--- src/rtl/clkgen_ctrl_pkg.sv ---
`timescale 1ns/1ps
package clkgen_ctrl_pkg;

  localparam int FRAME_W  = 16;
  localparam int HDR_W    = 6;
  localparam int NUM_OUT  = 6;
  localparam int GRP_W    = 2;

  // field positions inside a serial word
  localparam int HDR_LSB  = FRAME_W - HDR_W;
  localparam int EN_LSB   = 4;
  localparam int RATE_LSB = 2;
  localparam int GRP_LSB  = 0;

  localparam logic [HDR_W-1:0] HDR_CODE = 6'b011100;

  localparam logic [GRP_W-1:0] GRP_48K  = 2'b00;
  localparam logic [GRP_W-1:0] GRP_44K  = 2'b01;
  localparam logic [GRP_W-1:0] GRP_32K  = 2'b10;
  localparam logic [GRP_W-1:0] GRP_RSVD = 2'b11;

  typedef struct packed {
    logic [NUM_OUT-1:0] en;
    logic               dbl;
    logic [GRP_W-1:0]   grp;
  } cfg_t;

  localparam cfg_t CFG_DEFAULT = '{en: '1, dbl: 1'b0, grp: GRP_48K};

  function automatic logic word_ok(input logic [FRAME_W-1:0] w);
    logic hdr_ok;
    logic grp_ok;
    logic rate_ok;
    hdr_ok  = (w[HDR_LSB +: HDR_W] == HDR_CODE);
    grp_ok  = (w[GRP_LSB +: GRP_W] != GRP_RSVD);
    rate_ok = (w[RATE_LSB + 1] == 1'b0);
    return hdr_ok && grp_ok && rate_ok;
  endfunction

  function automatic cfg_t word_cfg(input logic [FRAME_W-1:0] w);
    cfg_t c;
    c.en  = w[EN_LSB +: NUM_OUT];
    c.dbl = w[RATE_LSB];
    c.grp = w[GRP_LSB +: GRP_W];
    return c;
  endfunction

endpackage

--- src/rtl/ctl_rst_seq.sv ---
`timescale 1ns/1ps
module ctl_rst_seq #(
  parameter int HOLD_CYCLES = 1024,
  parameter int SYNC_STAGES = 2
) (
  input  logic clk,
  input  logic ext_rst_n,
  input  logic por_n,
  output logic rst_s_n,
  output logic hold
);

  localparam int CW = $clog2(HOLD_CYCLES + 1);
  localparam logic [CW-1:0] HOLD_END = CW'(HOLD_CYCLES);

  logic                   arst_n;
  logic [SYNC_STAGES-1:0] sync_q;
  logic [CW-1:0]          cnt_q;
  logic [CW-1:0]          cnt_d;

  assign arst_n = ext_rst_n & por_n;

  // asynchronous assertion, synchronous release
  always_ff @(posedge clk or negedge arst_n) begin
    if (!arst_n) sync_q <= '0;
    else         sync_q <= {sync_q[SYNC_STAGES-2:0], 1'b1};
  end

  assign rst_s_n = sync_q[SYNC_STAGES-1];
  assign hold    = (cnt_q != HOLD_END);

  always_comb begin
    cnt_d = cnt_q;
    if (hold) cnt_d = cnt_q + CW'(1);
  end

  always_ff @(posedge clk or negedge rst_s_n) begin
    if (!rst_s_n) cnt_q <= '0;
    else          cnt_q <= cnt_d;
  end

endmodule

--- src/rtl/ctl_pin_sync.sv ---
`timescale 1ns/1ps
module ctl_pin_sync #(
  parameter int N      = 4,
  parameter int STAGES = 2
) (
  input  logic         clk,
  input  logic         rst_n,
  input  logic [N-1:0] pin,
  output logic [N-1:0] pin_s
);

  for (genvar g = 0; g < N; g++) begin : g_pin
    logic [STAGES-1:0] chain_q;
    always_ff @(posedge clk or negedge rst_n) begin
      if (!rst_n) chain_q <= '0;
      else        chain_q <= {chain_q[STAGES-2:0], pin[g]};
    end
    assign pin_s[g] = chain_q[STAGES-1];
  end

endmodule

--- src/rtl/ctl_serial_rx.sv ---
`timescale 1ns/1ps
module ctl_serial_rx
  import clkgen_ctrl_pkg::*;
(
  input  logic clk,
  input  logic rst_n,
  input  logic en,
  input  logic sck,
  input  logic dat,
  input  logic lat,
  output cfg_t cfg,
  output logic err
);

  logic               sck_q, lat_q;
  logic               sck_rise, lat_rise;
  logic [FRAME_W-1:0] sh_q, sh_d;
  cfg_t               cfg_q, cfg_d;
  logic               err_d, err_q;

  // previous-value flops run in every mode so enabling never fakes an edge
  assign sck_rise = en & sck & ~sck_q;
  assign lat_rise = en & lat & ~lat_q;

  always_comb begin
    sh_d  = sh_q;
    cfg_d = cfg_q;
    err_d = 1'b0;
    if (sck_rise) sh_d = {sh_q[FRAME_W-2:0], dat};
    if (lat_rise) begin
      if (word_ok(sh_q)) cfg_d = word_cfg(sh_q);
      else               err_d = 1'b1;
    end
  end

  always_ff @(posedge clk or negedge rst_n) begin
    if (!rst_n) begin
      sck_q <= 1'b0;
      lat_q <= 1'b0;
      sh_q  <= '0;
      cfg_q <= CFG_DEFAULT;
      err_q <= 1'b0;
    end else begin
      sck_q <= sck;
      lat_q <= lat;
      sh_q  <= sh_d;
      cfg_q <= cfg_d;
      err_q <= err_d;
    end
  end

  assign cfg = cfg_q;
  assign err = err_q;

endmodule

--- src/rtl/clkgen_ctrl.sv ---
`timescale 1ns/1ps
module clkgen_ctrl
  import clkgen_ctrl_pkg::*;
#(
  parameter int HOLD_CYCLES = 1024,
  parameter int SYNC_STAGES = 2
) (
  input  logic               clk,
  input  logic               ext_rst_n,
  input  logic               por_n,
  input  logic               mode_par,
  input  logic               pin_lat_sr,
  input  logic               pin_dat_fs0,
  input  logic               pin_sck_fs1,
  output logic [NUM_OUT-1:0] out_en,
  output logic [GRP_W-1:0]   grp_code,
  output logic               dbl_rate,
  output logic               mult4_x384,
  output logic               frame_err
);

  localparam int NPIN = 4;
  localparam int P_SCK = 0, P_DAT = 1, P_LAT = 2, P_MODE = 3;

  logic            rst_s_n;
  logic            hold;
  logic [NPIN-1:0] pins_raw, pins_s;
  logic            par_act;
  logic            ser_en;
  cfg_t            ser_cfg;
  logic            ser_err;
  cfg_t            par_cfg;
  cfg_t            out_d, out_q;
  logic            err_q;

  ctl_rst_seq #(
    .HOLD_CYCLES (HOLD_CYCLES),
    .SYNC_STAGES (SYNC_STAGES)
  ) u_rst (
    .clk       (clk),
    .ext_rst_n (ext_rst_n),
    .por_n     (por_n),
    .rst_s_n   (rst_s_n),
    .hold      (hold)
  );

  assign pins_raw = {mode_par, pin_lat_sr, pin_dat_fs0, pin_sck_fs1};

  ctl_pin_sync #(
    .N      (NPIN),
    .STAGES (SYNC_STAGES)
  ) u_sync (
    .clk   (clk),
    .rst_n (rst_s_n),
    .pin   (pins_raw),
    .pin_s (pins_s)
  );

  assign par_act = pins_s[P_MODE] & ~hold;
  assign ser_en  = ~pins_s[P_MODE] & ~hold;

  ctl_serial_rx u_rx (
    .clk   (clk),
    .rst_n (rst_s_n),
    .en    (ser_en),
    .sck   (pins_s[P_SCK]),
    .dat   (pins_s[P_DAT]),
    .lat   (pins_s[P_LAT]),
    .cfg   (ser_cfg),
    .err   (ser_err)
  );

  // parallel decode: reserved group falls back to the default group
  always_comb begin
    par_cfg.en  = '1;
    par_cfg.dbl = pins_s[P_LAT];
    par_cfg.grp = {pins_s[P_SCK], pins_s[P_DAT]};
    if (par_cfg.grp == GRP_RSVD) par_cfg.grp = GRP_48K;
  end

  always_comb begin
    if (hold)         out_d = CFG_DEFAULT;
    else if (par_act) out_d = par_cfg;
    else              out_d = ser_cfg;
  end

  always_ff @(posedge clk or negedge rst_s_n) begin
    if (!rst_s_n) begin
      out_q <= CFG_DEFAULT;
      err_q <= 1'b0;
    end else begin
      out_q <= out_d;
      err_q <= ser_err;
    end
  end

  assign out_en     = out_q.en;
  assign grp_code   = out_q.grp;
  assign dbl_rate   = out_q.dbl;
  assign mult4_x384 = out_q.dbl;
  assign frame_err  = err_q;

endmodule

--- config.mk ---
export PLATFORM = sky130hd
export DESIGN_NAME = clkgen_ctrl
export DESIGN_NICKNAME = d
export VERILOG_FILES = /design/src/rtl/clkgen_ctrl_pkg.sv /design/src/rtl/ctl_rst_seq.sv /design/src/rtl/ctl_pin_sync.sv /design/src/rtl/ctl_serial_rx.sv /design/src/rtl/clkgen_ctrl.sv
export SDC_FILE = /design/constraint.sdc
export NUM_CORES = 1
export LEC_CHECK = 0
export BUFFER_PORTS_ARGS = -buffer_cell sky130_fd_sc_hd__buf_2
export CORE_UTILIZATION = 45
export CTS_CLUSTER_DIAMETER = 40
export DETAILED_ROUTE_END_ITERATION = 6
export PLACE_DENSITY = 0.71
export SETUP_SLACK_MARGIN = 0.02
export SYNTH_ARGS = -nofsm -noshare
export SYNTH_HDL_FRONTEND = slang
export SYNTH_SLANG_ARGS = --single-unit
--- constraint.sdc ---
create_clock -name clk -period 2.6 [get_ports clk]
set_input_delay 0.13 -clock clk [delete_from_list [all_inputs] [get_ports clk]]
set_output_delay 0.13 -clock clk [all_outputs]
set_load 0.005 [all_outputs]
==> flow_summary.ini <==
[setup_path]
reg_to_reg_startpoint = u_rx.sh_q[11]
required_ns = 2.86
worstSetupStartpointType = flop
crit_arrival_ns = 2.62
criticalPathCategory = reg -> reg
worst_setup_path_end_kind = flop
largest_fanout_on_the_critical_path = 6
worstSetupStartpoint = u_rx.sh_q[11]

[synthesis]
yosys_warnings = 0
yosys.area.top_type = dfrtp_1
synth.yosys.seq_area_share_pct = 68.0
syn-num-nets = 152
post_synth_instance_area_um2 = 2190
synth_cells = 143
synth.avg_cell_area_um2 = 15.3
synth_cell_types = 30
synth.top_cell.area_share_pct = 53.6
synth.ff_latch_count = 59
ys_top_cells_by_area = dfrtp_1 (54%), dfstp_2 (14%), mux2_2 (13%)

[placement]
hpwl_dp_um = 2330
numPortBuffers = 17
gp_congestion = 0.769

[clock_tree]
htreeDepth = 3
cts_hold_buf = 6
cts_sink_cnt = 59
clock_path_buffers = 2
cts_root_buffer = clkbuf_8
numCtsBuffers = 9
cts.repair_timing.setup_buffer_count = 0
clock_latency_on_the_worst_skew_pair_ns = 0.33
worst_setup_hold_path_clk_slew_ns = 0.06
cts.repair.resized = 0
cts_tree = done

[floorplanning]
placement_rows = 25
core_region_area_um2 = 4690
boundaryPins = 18
die_h_um = 71.8
die-width_um = 71.8
die_area_um2 = 5160
initial_core_util_pct = 46.7

[sta]
rsz0062_at_grt = false
layout_worst_path_cycle_share_pct = 91.0
layout_min_cycle_time_ns = 2.37
setup_viol = 0
hold-worst-slack_ns = 0.200
fin_setup_tns_ns = 0
timing_hold_violations_final = 0
drv_slew = 0
max_clock_freq_mhz = 423
skew_ns = 0.00607

[grt]
maximum_number_of_pins_on_one_net_before_global_route_repair = 39
antenna_found_initial = 0
grtUsageTotal_pct = 15.6
grt_overflow_total = 0
grt_first_pass_wirelength_um = 5830
first_global_vias = 1252

[detailed_routing]
drt-pass1-iter-count = 4
detail_route.drc_violations = 0
avgRoutedWirePerCell_um = 14.3
wirelength_routed_um = 3400
vias_per_cell = 4.91
dr_total_vias = 1163
drt_first_iter_violations = 66
drt.antenna.violating_nets = 0

[layout]
final_net_count = 187
area_growth_syn_to_layout_pct = 19.8
fillers = 382
post_route_cells_drive_above_1_share_pct = 39.9
antenna-diode-count = 0
layout_common_cells = dfrtp_1 (46), mux2_2 (25), buf_2 (17)
final_common_cell = dfrtp_1

[power]
leakage_nw = 1.23
power_density_nw_per_um2 = 691
vdd_ir_drop_max_mv = 0.507

[outcome]
outcome = finished, final reports clean

[min_path]
timing.hold.worst.class = reg -> async

[run]
max_cap_violations = 0
==> metal layers <==
metal	global-route usage, %	wire length (um)	vias to the layer above
met5	0	0	-
met4	9.80	85	0
met1	19.7	1570	565
met3	4.64	100	8
met2	23.6	1640	25
li1	-	-	565
==> synthesized netlist by cell type <==
| cell | number |
|---|---|
| mux2i_1 | 2 |
| nand3_1 | 4 |
| xnor2_1 | 8 |
| nand4_1 | 2 |
| nor2_1 | 1 |
| inv_1 | 3 |
| and3_1 | 2 |
| or4b_1 | 1 |
| a2111o_1 | 1 |
| o21ai_0 | 1 |
| clkbuf_1 | 1 |
| and4_1 | 2 |
| xor2_1 | 1 |
| a21oi_1 | 2 |
| and4b_1 | 2 |
| nor2b_1 | 1 |
| nor4_1 | 1 |
| dfstp_2 | 12 |
| mux2_2 | 25 |
| dfrtp_1 | 47 |
| nand2_1 | 5 |
| nand3b_1 | 3 |
| nor4b_1 | 1 |
| nor4b_4 | 1 |
| and2_1 | 1 |
| conb_1 | 1 |
| buf_4 | 1 |
| buf_2 | 1 |
| nand2b_1 | 8 |
| ha_1 | 2 |
==> where the power goes <==
part	leakage, nW	switching [mW]	internal, mW	total, mW
Clock	0.104	0.325	0.523	0.848
Combinational	0.378	0.0140	0.0128	0.0268
Sequential	0.744	0.0109	0.929	0.940
==> final timing paths <==
kind / slack, ns / endpoint / cells past startpoint
setup / recovery: 0.23 / u_rx.cfg[5] / 5
hold / removal: 0.20 / u_rst.cnt_q[0] / 0
setup reg to reg: 0.23 / u_rx.cfg[5] / 5
hold reg to reg: 0.20 / u_rst.cnt_q[0] / 0
max in group asynchronous: 1.58 / u_rx.cfg[8] / 1
min in group clk: 0.35 / u_sync.g_pin[3].chain_q[1] / 0
==> worst max-delay path: stages (launching register included) <==
cell and delay (ns):
dfrtp_1 0.39, or4b_1 0.51, a2111o_1 0.46, nor4b_4 0.37
buf_4 0.22, mux2_2 0.34
==> kinds of logic (layout without fill, tap and decap cells) <==
family          Yosys count  count (layout)  share of synthesized area, %
flops                    59              59                          68.0
simple gates             35              35                          10.9
mux                      27              27                          13.7
xor+xnor                  9               9                          3.59
buf+inv                   6              46                          1.25
compound gates            4               4                          1.20
fa+ha+maj                 2               2                          1.14
other cells               1               1                         0.171
==> registers in the layout, summed over array words and instances, names as in the netlist <==
register and flops:
u_rx.sck_q 1, out_en 6, u_rst.cnt_q 11, u_sync.g_pin.chain_q 8, u_rx.cfg 9, grp_code 2, dbl_rate 1, u_rst.sync_q 2
u_rx.err 1, u_rx.lat_q 1, frame_err 1, u_rx.sh_q 16
==> per-stage QoR <==
step           cells  power [mW]  utilization (%)  setup slack [ns]  cell area, um^2
2_1_floorplan    143       0.965                -             0.311             2190
3_3_place_gp     215       0.976             50.3             0.308             2360
3_5_place_dp     215       0.978             50.3             0.235             2360
4_1_cts          237        1.83             56.0             0.230             2630
5_1_grt          237        1.88             56.0             0.158             2630
6_report         237        1.81             56.0             0.235             2630
==> final cells by class <==
class | instances | area, um^2 | share of cell area, %
inverters | 3 | 11.3 | 0.429
clock buffers | 15 | 176 | 6.71
multi-input cells | 78 | 674 | 25.7
clock inverters | 1 | 30.0 | 1.14
repair buffers | 27 | 175 | 6.67
well taps | 54 | 67.6 | 2.57
flip-flops and latches | 59 | 1490 | 56.8
(Power assumes the default switching activity.)
